### config.mk
export PLATFORM = sky130hd
export DESIGN_NAME = sertx_top
export DESIGN_NICKNAME = d
export VERILOG_FILES = /design/src/rtl/sertx_pkg.sv /design/src/rtl/sertx_regs.sv /design/src/rtl/sertx_shifter.sv /design/src/rtl/sertx_irq.sv /design/src/rtl/sertx_top.sv
export SDC_FILE = /design/constraint.sdc
export NUM_CORES = 1
export LEC_CHECK = 0
export ABC_AREA = 1
export ABC_CLOCK_PERIOD_IN_PS = 1600
export BUFFER_PORTS_ARGS = -buffer_cell sky130_fd_sc_hd__clkbuf_2
export CAP_MARGIN = 15
export CORE_UTILIZATION = 25
export CTS_BUF_LIST = sky130_fd_sc_hd__clkbuf_8
export CTS_CLUSTER_DIAMETER = 100
export DETAILED_ROUTE_END_ITERATION = 12
export GPL_TIMING_DRIVEN = 0
export HOLD_SLACK_MARGIN = 0.03
export PLACE_DENSITY = 0.4
export SLEW_MARGIN = 20
export SYNTH_ARGS = -nofsm -noshare
export SYNTH_HDL_FRONTEND = slang
export SYNTH_SLANG_ARGS = --single-unit
### constraint.sdc
create_clock -name clk -period 1.6 [get_ports clk]
set_clock_uncertainty 0.05 [all_clocks]
set_input_delay 0.16 -clock clk [delete_from_list [all_inputs] [get_ports clk]]
set_output_delay 0.16 -clock clk [all_outputs]
set_load 0.005 [all_outputs]
### src/rtl/sertx_pkg.sv
package sertx_pkg;
  localparam logic [1:0] ADDR_DATA = 2'd0;
  localparam logic [1:0] ADDR_CTRL = 2'd1;
  localparam logic [1:0] ADDR_STAT = 2'd2;

  // control layout, lowest bit first: en, brk, eie, cie, wide, nine
  typedef struct packed {
    logic nine;
    logic wide;
    logic cie;
    logic eie;
    logic brk;
    logic en;
  } ctrl_t;
endpackage

### src/rtl/sertx_regs.sv
module sertx_regs
  import sertx_pkg::*;
#(
  parameter int DW = 8
) (
  input  logic          clk,
  input  logic          rst_n,
  input  logic          we_i,
  input  logic [1:0]    addr_i,
  input  logic [DW-1:0] wdata_i,
  input  logic          load_i,
  input  logic          done_i,
  output ctrl_t         ctrl_o,
  output logic [DW-1:0] data_o,
  output logic          empty_o,
  output logic [DW-1:0] rdata_o
);
  localparam int CTRL_W = $bits(ctrl_t);

  logic          wr_data, wr_ctrl;
  logic [DW-1:0] data_q;
  logic          empty_q;
  logic          en_q, brk_q, eie_q, cie_q;
  logic          wide_q, nine_q;

  assign wr_data = we_i && (addr_i == ADDR_DATA);
  assign wr_ctrl = we_i && (addr_i == ADDR_CTRL);

  always_ff @(posedge clk or negedge rst_n) begin
    if (!rst_n) begin
      en_q    <= 1'b0;
      brk_q   <= 1'b0;
      eie_q   <= 1'b0;
      cie_q   <= 1'b0;
      data_q  <= '0;
      empty_q <= 1'b1;
    end else begin
      if (wr_ctrl) begin
        en_q  <= wdata_i[0];
        brk_q <= wdata_i[1];
        eie_q <= wdata_i[2];
        cie_q <= wdata_i[3];
      end
      if (wr_data) begin
        data_q  <= wdata_i;
        empty_q <= 1'b0;
      end else if (load_i) begin
        empty_q <= 1'b1;
      end
    end
  end

  // length and ninth-bit value survive reset
  always_ff @(posedge clk) begin
    if (wr_ctrl) begin
      wide_q <= wdata_i[4];
      nine_q <= wdata_i[5];
    end
  end

  assign ctrl_o  = '{nine: nine_q, wide: wide_q, cie: cie_q,
                     eie: eie_q, brk: brk_q, en: en_q};
  assign data_o  = data_q;
  assign empty_o = empty_q;

  always_comb begin
    case (addr_i)
      ADDR_DATA: rdata_o = data_q;
      ADDR_CTRL: rdata_o = DW'(CTRL_W'(ctrl_o));
      ADDR_STAT: rdata_o = DW'({done_i, empty_q});
      default:   rdata_o = '0;
    endcase
  end


  empty_clr_chk: assert property (@(posedge clk) disable iff (!rst_n)
    wr_data |=> !empty_q);

  empty_set_chk: assert property (@(posedge clk) disable iff (!rst_n)
    (load_i && !wr_data) |=> empty_q);
endmodule

### src/rtl/sertx_shifter.sv
module sertx_shifter #(
  parameter int DW  = 8,
  parameter int OVS = 16
) (
  input  logic          clk,
  input  logic          rst_n,
  input  logic          tick_i,
  input  logic          en_i,
  input  logic          brk_i,
  input  logic          wide_i,
  input  logic          nine_i,
  input  logic          pend_i,
  input  logic [DW-1:0] data_i,
  output logic          load_o,
  output logic          busy_o,
  output logic          tx_o
);
  localparam int FW  = DW + 3;
  localparam int BIW = $clog2(FW);
  localparam int CW  = (OVS > 1) ? $clog2(OVS) : 1;
  localparam logic [CW-1:0]  CNT_LAST  = CW'(OVS - 1);
  localparam logic [BIW-1:0] LAST_WIDE = BIW'(FW - 1);
  localparam logic [BIW-1:0] LAST_NARR = BIW'(FW - 2);

  logic           busy_q;
  logic [FW-1:0]  sh_q;
  logic [BIW-1:0] idx_q, last_q;
  logic [CW-1:0]  cnt_q;
  logic           start_data, start_brk;
  logic [FW-1:0]  frame;

  assign start_data = !busy_q && en_i && pend_i;
  assign start_brk  = !busy_q && en_i && !pend_i && brk_i;

  // stop, ninth (or spare stop), data, start
  always_comb begin
    frame = {1'b1, (wide_i ? nine_i : 1'b1), data_i, 1'b0};
  end

  always_ff @(posedge clk or negedge rst_n) begin
    if (!rst_n) begin
      busy_q <= 1'b0;
      sh_q   <= '1;
      idx_q  <= '0;
      last_q <= '0;
      cnt_q  <= '0;
    end else if (!en_i) begin
      busy_q <= 1'b0;
      idx_q  <= '0;
      cnt_q  <= '0;
    end else if (start_data || start_brk) begin
      busy_q <= 1'b1;
      sh_q   <= start_data ? frame : '0;
      idx_q  <= '0;
      cnt_q  <= '0;
      last_q <= wide_i ? LAST_WIDE : LAST_NARR;
    end else if (busy_q && tick_i) begin
      if (cnt_q == CNT_LAST) begin
        cnt_q <= '0;
        if (idx_q == last_q) begin
          busy_q <= 1'b0;
        end else begin
          idx_q <= idx_q + 1'b1;
          sh_q  <= {1'b1, sh_q[FW-1:1]};
        end
      end else begin
        cnt_q <= cnt_q + 1'b1;
      end
    end
  end

  assign load_o = start_data;
  assign busy_o = busy_q;
  assign tx_o   = !busy_q || sh_q[0];


  start_low_chk: assert property (@(posedge clk) disable iff (!rst_n)
    $rose(busy_q) |-> !tx_o);

  off_idle_chk: assert property (@(posedge clk) disable iff (!rst_n)
    !en_i |=> tx_o);

  idx_range_chk: assert property (@(posedge clk) disable iff (!rst_n)
    busy_q |-> (idx_q <= last_q));
endmodule

### src/rtl/sertx_irq.sv
module sertx_irq (
  input  logic eie_i,
  input  logic cie_i,
  input  logic empty_i,
  input  logic done_i,
  output logic irq_o
);
  assign irq_o = (empty_i && eie_i) || (done_i && cie_i);
endmodule

### src/rtl/sertx_top.sv
module sertx_top
  import sertx_pkg::*;
#(
  parameter int DW  = 8,
  parameter int OVS = 16
) (
  input  logic          clk,
  input  logic          rst_n,
  input  logic          baud_tick,
  input  logic          reg_we,
  input  logic [1:0]    reg_addr,
  input  logic [DW-1:0] reg_wdata,
  output logic [DW-1:0] reg_rdata,
  output logic          tx_line,
  output logic          tx_irq
);
  ctrl_t         ctrl;
  logic [DW-1:0] data;
  logic          empty, done, load, busy;

  assign done = !busy && empty;

  sertx_regs #(.DW(DW)) u_regs (
    .clk     (clk),
    .rst_n   (rst_n),
    .we_i    (reg_we),
    .addr_i  (reg_addr),
    .wdata_i (reg_wdata),
    .load_i  (load),
    .done_i  (done),
    .ctrl_o  (ctrl),
    .data_o  (data),
    .empty_o (empty),
    .rdata_o (reg_rdata)
  );

  sertx_shifter #(.DW(DW), .OVS(OVS)) u_shift (
    .clk    (clk),
    .rst_n  (rst_n),
    .tick_i (baud_tick),
    .en_i   (ctrl.en),
    .brk_i  (ctrl.brk),
    .wide_i (ctrl.wide),
    .nine_i (ctrl.nine),
    .pend_i (!empty),
    .data_i (data),
    .load_o (load),
    .busy_o (busy),
    .tx_o   (tx_line)
  );

  sertx_irq u_irq (
    .eie_i   (ctrl.eie),
    .cie_i   (ctrl.cie),
    .empty_i (empty),
    .done_i  (done),
    .irq_o   (tx_irq)
  );


  irq_gate_chk: assert property (@(posedge clk) disable iff (!rst_n)
    (!ctrl.cie && !empty) |-> !tx_irq);

  no_load_off_chk: assert property (@(posedge clk) disable iff (!rst_n)
    !ctrl.en |-> !load);
endmodule

* Word level (Yosys, flattened, before mapping) *
Cells that the tools add are included.

word-level totals
  register bits = 39
  input bits = 14
  output and inout port bits = 10
  word-level logic and storage cells = 71

operators by class
  add/sub/neg operators = 2
  equal/unequal tests = 9
  multiplexer cells = 24
  reduce and logical (&&, ||, !) cells = 23

operators with widths
  operator                                                                 count
  11-bit two-way mux                                                       5
  4-bit two-way mux                                                        9
  8-bit case mux with 3 select lines                                       1
  1-bit logical AND                                                        10
  3-bit by 1-bit inequality test with 1-bit output, second input constant  3
  4-bit by 1-bit adder with 4-bit output, second input constant            2
  1-bit two-way mux                                                        8
  3-bit AND reduction                                                      2
  2-bit nonzero test                                                       3
  4-bit equality test                                                      1
  4-bit equality test, second input constant                               1
  4-bit AND reduction                                                      1
  1-bit logical OR                                                         3
  3-bit by 2-bit inequality test with 1-bit output, second input constant  1
  2-bit by 1-bit equality test with 1-bit output, second input constant    1
  2-bit equality test, second input constant                               1
  1-bit zero test                                                          2
  2-bit zero test                                                          1
  2-bit two-way mux                                                        1
  2-bit by 1-bit inequality test with 1-bit output, second input constant  1
  2-bit AND reduction                                                      1

* Logic depth before layout (Yosys ltp) *
Gate-level depths: netlist of run 1.

  word-level depth = 7
  mapped depth = 10
  mapped depth without buffers = 9

* By module *
Synthesis of run 1 repeated with hierarchy kept, for this count alone.

second synthesis, totals
  cells, all modules = 289
  area total of the unflattened synthesis = 2167.1 um2

by module, submodules not included
  module         times used  cells an instance  area an instance (um2)  seq. area each (um2)
  sertx_shifter  1           190                1383.8                  589.3
  sertx_regs     1           94                 762.0                   386.6
  sertx_irq      1           3                  11.3                    0.0
  sertx_top      1           2                  10.0                    0.0

* Least setup slack after synthesis of run 1 *
Ideal clock, no wire load.

  kind = register -> register
  from = register u_shift.cnt_q[0]
  to = register u_shift.sh_q[2]
  setup time = 0.076 ns
  arrival = 1.274 ns
  data required time = 1.474 ns
  path slack = 0.200 ns
  cell stages (with the launch flop) = 8
  path buffers = 1
  period minus slack after synthesis = 1.400 ns
  cells stage by stage = dfrtp_1 -> ha_1 -> nand3_1 -> nor2_8 -> nand3_4 -> buf_8 -> nand3_2 -> nand2_1

between the ends
  cells in the longest elaborated chain, start to end = 3

RTL lines
  element                               RTL line             source
  start: declaration                    sertx_shifter.sv:28  logic [CW-1:0] cnt_q;
  start signal: assignment              sertx_shifter.sv:67  cnt_q <= cnt_q + 1'b1;
  4-bit equality test                   sertx_shifter.sv:58  if (cnt_q == CNT_LAST) begin
  2-bit nonzero test (no source line)   --
  4-bit AND reduction (no source line)  --
  end signal: assignment                sertx_shifter.sv:53  sh_q <= start_data ? frame : '0;
  end signal: assignment                sertx_shifter.sv:64  sh_q <= {1'b1, sh_q[FW-1:1]};
  end: declaration                      sertx_shifter.sv:26  logic [FW-1:0] sh_q;

Every way passes these cells.
A chain may end at the register's enable or synchronous reset.

* Worst setup path after layout of run 1 *
  from = register u_regs.empty_q (netlist: u_regs.empty_o)
  to = output reg_rdata[1]

between the ends
  cells in the longest elaborated chain, start to end = 2

RTL lines
  element                             RTL line          source
  start: declaration                  sertx_regs.sv:22  logic empty_q;
  start signal: assignment            sertx_regs.sv:36  empty_q <= 1'b1;
  start signal: assignment            sertx_regs.sv:46  empty_q <= 1'b0;
  start signal: assignment            sertx_regs.sv:48  empty_q <= 1'b1;
  1-bit logical AND                   sertx_top.sv:21   assign done = !busy && empty;
  8-bit case mux with 3 select lines  sertx_regs.sv:67  case (addr_i)
  end: declaration                    sertx_top.sv:13   output logic [DW-1:0] reg_rdata,

Every way passes these cells.

==> reports/metrics.csv, run 1 <==
metric,value,unit
initial antenna violation count,0,
vias,1737,
DRC errors left,0,
final hold vios,0,
ys async rst share,0.9474,
Pleak,0.001195,uW
actual slew at the worst max-slew pin,0.9561,ns
Placed Cells,369,
fraction of layout cells with a size suffix above 1,0.3262,
area grow syn2layout,20.11,%
Synth Cell Area,2116,um^2
Final Non-Filler Cells,384,
clock root buffer,clkbuf_8,
post-synth net total,257,
detailed-placement wirelength estimate,3596,um
Net Sw Frac,0.3491,
Nets,294,
Clk pwr share,0.235,
Max Slew Vio Count,0,
Psw,998.6,uW
critical path endpoint category,output pin,
diode count,0,
Internal Power,1862,uW
DRT iter0 DRCs,73,
"top cells by area, synth","dfrtp_1 (28%), dfstp_2 (15%), nand2_1 (13%), nand3_2 (4.7%), nand4_1 (3.8%)",
Fin Setup TNS,0,ns
first-pass GRT wire length,8763,um
clk slew on worst S/H paths,0.07,ns
die height,94.00,um
Synth Flop Type,dfrtp_1,
Post-synth EDFFs,2,
PortBufs,23,
Clock Tree Buf Depth,2,
pre-CTS WS,0.03001,ns
Flop pwr share,0.461,
crit-path max FO,5,
post-synthesis sequential area ratio,0.4613,
largest area contributor in the netlist,dfrtp_1,
library cell with the highest instance count after synthesis,nand2_1,
RSZ-0062 raised after global routing,no,
worst skew pair latency,0.29,ns
IO Pins,24,
slew margin rel.,0.3626,
post-route clock period utilization,0.9341,
power density cells,1126,nW/um^2
row count,33,
"Distinct cells, synth",38,
Comb pwr share,0.304,
Post-Syn Instances,241,
fin crit period,1.495,ns
ANT nets after route,0,
# H-tree levels,2,
number of synthesized register bits,38,
synth cell count leaders,"nand2_1 (73), dfrtp_1 (24), inv_1 (20), nand4_1 (13), nor2_1 (13)",
Max Fclk,669.1,MHz
worst hold slack,0.05133,ns
Startpoint Class,flop,
drt first pass iters,4,
worst hold path class,primary input to flop,
Core Footprint,8217,um^2
Yosys top cell area share,0.2839,
VDD IR max,436.1,uV
GR Overflow Total,0,
DIE AREA,8835,um^2
chip width,94.00,um
setup violators final,0,
number of CTS-inserted buffers,5,
Synth Area per Inst,8.779,um^2
status,finished clean,
CTS sink cnt,38,
pin count of the biggest net entering global routing,37,
final setup margin,0.1055,ns
total wire length,5164,um
CP arrival,1.28,ns
CTS tree,yes,
gr usage total,0.1292,
vias in the first global route,1731,
gpl congestion,0.7273,
Vias/cell,4.523,
Crit Path Class,flop to output pin,
Initial Utilization,0.2575,
maxcap violations,0,
wire per inst,13.45,um
yosys warns,0,
CP required,1.39,ns
state kept, by name, indices dropped and copies added (netlist names), 3 cells and up:
| signal | count |
|---|---|
| u_regs.data_o | 8 |
| u_shift.cnt_q | 4 |
| u_shift.sh_q | 11 |
| u_shift.idx_q | 4 |
| u_shift.last_q | 3 |
per-stage QoR:
| step | util | total power [uW] | instance area [um^2] |
|---|---|---|---|
| 6_report | 0.3093 | 2861 | 2541 |
| 5_1_grt | 0.3093 | 3087 | 2541 |
| 4_1_cts | 0.3023 | 2839 | 2484 |
| 3_5_place_dp | 0.2875 | 2134 | 2362 |
| 3_3_place_gp | 0.2875 | 2133 | 2362 |
| 2_1_floorplan | - | 1866 | 2116 |
final timing paths:
check	slack (ns)	startpoint	end	depth (start not counted)
worst max-delay path	0.11	u_regs.empty_o$_DFFE_PN1P_	reg_rdata[1]	3
worst min-delay path	0.05	reg_wdata[1]	u_regs.brk_q$_DFFE_PN0P_	3
worst max register to register	0.11	u_shift.cnt_q[0]$_DFFE_PN0P_	u_shift.sh_q[6]$_DFFE_PN1P_	7
worst min register to register	0.42	u_shift.sh_q[4]$_DFFE_PN1P_	u_shift.sh_q[4]$_DFFE_PN1P_	2
max in group asynchronous	0.36	rst_n	u_shift.busy_o$_DFFE_PN0P_	2
min in group asynchronous	0.50	rst_n	u_shift.last_q[3]$_DFFE_PN0P_	2
cells in the final DEF (no fill, tap or decap), drive strengths merged:
master / count
a21oi: 4
a31o: 1
and3: 1
buf: 10
clkbuf: 31
dfrtp: 24
dfstp: 12
dlygate4sd3: 3
edfxtp: 2
ha: 2
inv: 26
mux2: 6
nand2: 76
nand3: 24
nand4: 13
nor2: 20
nor3: 2
o21ai: 14
o21bai: 1
o221ai: 2
o22ai: 1
or2: 2
xnor2: 1
xor2: 1
power by group through the flow:
stage / logic (uW) / registers, uW / clock network, uW
final: 870 / 1320 / 673
after global routing: 989 / 1340 / 758
after CTS: 799 / 1330 / 711
after detailed placement: 790 / 1340 / 0
after global placement: 790 / 1340 / 0
after floorplan: 566 / 1300 / 0
critical path, cell delays in order (launching register included):
cell and delay, ns:
dfstp_2 0.57, nand2_1 0.08, o221ai_1 0.20, clkbuf_2 0.15
logic make-up (layout without fill, tap and decap cells):
group                      count (synthesis)  in the layout  share of synthesized area
muxes                                      6              6                    0.03193
buffers and inverters                     32             70                    0.07332
xor gates and xnor gates                   2              2                   0.008281
DFF                                       38             38                     0.4613
adders and majority gates                  2              2                    0.01183
AOI/OAI and AO/OA                         23             23                    0.06861
and+or+nand+nor                          138            138                     0.3448
area by class of cell:
| class | instances | area, um^2 |
|---|---|---|
| Inverter | 24 | 92.59 |
| Timing Repair Buffer | 30 | 175.2 |
| Clock inverter | 2 | 7.507 |
| Clock buffer | 6 | 82.58 |
| Multi-Input combinational cell | 171 | 1010 |
| Tap cell | 105 | 131.4 |
| Buffer | 8 | 65.06 |
| Sequential cell | 38 | 977.2 |
| Fill cell | 907 | 5675 |
routing by layer:
| metal | wire [um] | part of all wire | up-vias | track usage |
|---|---|---|---|---|
| li1 | - | - | 869 | - |
| met1 | 2640 | 0.51 | 840 | 0.1754 |
| met2 | 2339 | 0.45 | 24 | 0.2068 |
| met3 | 140 | 0.027 | 4 | 0.02751 |
| met4 | 43 | 0.0083 | 0 | 0.03462 |
| met5 | 0 | 0 | - | 0 |
timing repair:
item | CTS | global route
setup endpoints to repair | 2 | 16
pin swaps | 0 | 1
resized for setup | 1 | 9
hold endpoints to repair | 26 | 0
buffers inserted | 0 | 3
cloned | 0 | 1
hold buffers | 3 | 0
Note: power is estimated with default switching activity, not from simulation.
==> run 2: changes to the inputs <==
==> constraint.sdc (replaced) <==
create_clock -name clk -period 1.6 [get_ports clk]
set_clock_uncertainty 0.05 [all_clocks]
set_input_delay 0 -clock clk [delete_from_list [all_inputs] [get_ports clk]]
set_output_delay 0 -clock clk [all_outputs]
set_load 0.005 [all_outputs]
==> reports/metrics.csv, run 2 (same netlist as run 1, synthesis figures left out) <==
metric,value,unit
status,finished clean,
GR Overflow Total,0,
gpl congestion,0.7273,
Buffers & Inverters on Critical Path,1,
FF-to-FF End,u_shift.sh_q[6]$_DFFE_PN1P_,
crit-path max FO,10,
number of CTS-inserted buffers,5,
die height,94.00,um
"leading cell types in the layout, fill and taps excluded","nand2_1 (72), clkbuf_2 (23), dfrtp_1 (23), inv_1 (21)",
area grow syn2layout,23.54,%
family with the most delay on the worst path,simple AND/OR/NAND/NOR gates,
Fin Setup TNS,0,ns
# H-tree levels,2,
Nets,301,
Worst path most repeated cell,nand3_2,
Critical Path Stages,7,
Core Footprint,8217,um^2
wire per inst,13.26,um
number of fill cells,899,
worst hold slack,0.09663,ns
Biggest register,u_shift.sh_q,
Crit. Startpoint,u_shift.cnt_q[0]$_DFFE_PN0P_,
Pleak,0.001224,uW
drt first pass iters,4,
clk slew on worst S/H paths,0.08,ns
IO Pins,24,
CTS tree,yes,
r2r setup slk,0.11,ns
PortBufs,23,
RSZ-0062 raised after global routing,no,
M1 GR Usage,0.1764,
gr usage total,0.1309,
"commonest non-fill, non-tap cell in the layout",nand2_1,
slew margin rel.,0.3639,
CP Cell Sequence,"ha_1, nand3_2, nor2_8, nand3_4, buf_8, nand3_2, nand2_1",
critical register-to-register path startpoint,u_shift.cnt_q[0]$_DFFE_PN0P_,
Max Slew Vio Count,0,
vias in the first global route,1767,
pin count of the biggest net entering global routing,37,
met3 GRT Util,0.02751,
diode count,0,
final hold vios,0,
Largest register FFs,11,
gr busiest metal,met2,
maxcap violations,0,
clock root buffer,clkbuf_8,
DRC errors left,0,
actual slew at the worst max-slew pin,0.9541,ns
row count,33,
DRT iter0 DRCs,91,
worst hold path class,primary input to flop,
chip width,94.00,um
first-pass GRT wire length,8873,um
ANT nets after route,0,
Startpoint Class,flop,
CP arrival,1.66,ns
reg2reg path depth,7,
VDD IR max,426.1,uV
post-route clock period utilization,0.9294,
worst skew pair latency,0.29,ns
GR Layer Usage met2,0.2117,
crit path to,u_shift.sh_q[6]$_DFFE_PN1P_,
DIE AREA,8835,um^2
vias,1760,
detailed-placement wirelength estimate,3596,um
Initial Utilization,0.2575,
PnR Total Power,2858,uW
Critical Path Slowest Stage Cell,dfrtp_1,
Clock Tree Buf Depth,2,
total wire length,5184,um
initial antenna violation count,0,
CP required,1.77,ns
Crit Path Class,flop to flop,
power density cells,1094,nW/um^2
fraction of layout cells with a size suffix above 1,0.3147,
Vias/cell,4.501,
max incr delay on CP,0.38,ns
fin crit period,1.487,ns
Max Fclk,672.5,MHz
critical path endpoint category,flop,
setup violators final,0,
CTS sink cnt,38,
run 2: metal layers:
metal	vias up	wire (um)
li1	881	-
met1	854	2659
met2	21	2360
met3	4	120
met4	0	43
met5	-	0
run 2: report_power, final:
part           switching, uW  internal (uW)
registers                144           1190
clock network            331            339
logic                    520            338
run 2: metrics by stage:
step	utilization	area [um^2]	cells	setup slack (ns)
global placement	0.2875	2362	369	0.02901
finish	0.3181	2614	391	0.1129
global route	0.3181	2614	391	0.008442
floorplan	-	2116	241	0.2001
CTS	0.3119	2562	388	0.007107
detailed placement	0.2875	2362	369	0.03001
run 2: final cells by class:
type	instances	area, um^2	share of cell area
tap	105	131.4	0.05026
buffer	8	65.06	0.02489
clock inverter	2	7.507	0.002872
clock buffer	6	82.58	0.03159
timing repair buffer	37	247.7	0.09478
sequential	38	977.2	0.3739
inverter	24	92.59	0.03542
multi-input combinational	171	1010	0.3863
run 2: worst min-delay path by stage:
stage	startpoint	to	slack (ns)	depth (start not counted)
5_1_grt	reg_addr[0]	u_regs.data_o[4]$_DFFE_PN0P_	0.12	4
6_report	reg_addr[0]	u_regs.data_o[4]$_DFFE_PN0P_	0.1	4
3_5_place_dp	reg_wdata[5]	u_regs.nine_q$_DFFE_PP_	0.15	1
3_3_place_gp	reg_wdata[5]	u_regs.nine_q$_DFFE_PP_	0.15	1
4_1_cts	reg_addr[0]	u_regs.data_o[4]$_DFFE_PN0P_	0.09	4
2_1_floorplan	rst_n	u_regs.brk_q$_DFFE_PN0P_	-0.35	0
run 2: repair_timing:
action | CTS | global route
hold endpoints to repair | 39 | 0
setup buffers | 0 | 2
gates resized for setup | 0 | 10
hold buffers | 11 | 0
endpoints found under the setup margin | 0 | 15
run 2: worst min-delay path, stage by stage:
cell and delay, ns:
clkbuf_2 0.12, nor2_4 0.07, nand2_1 0.07, mux2_2 0.14
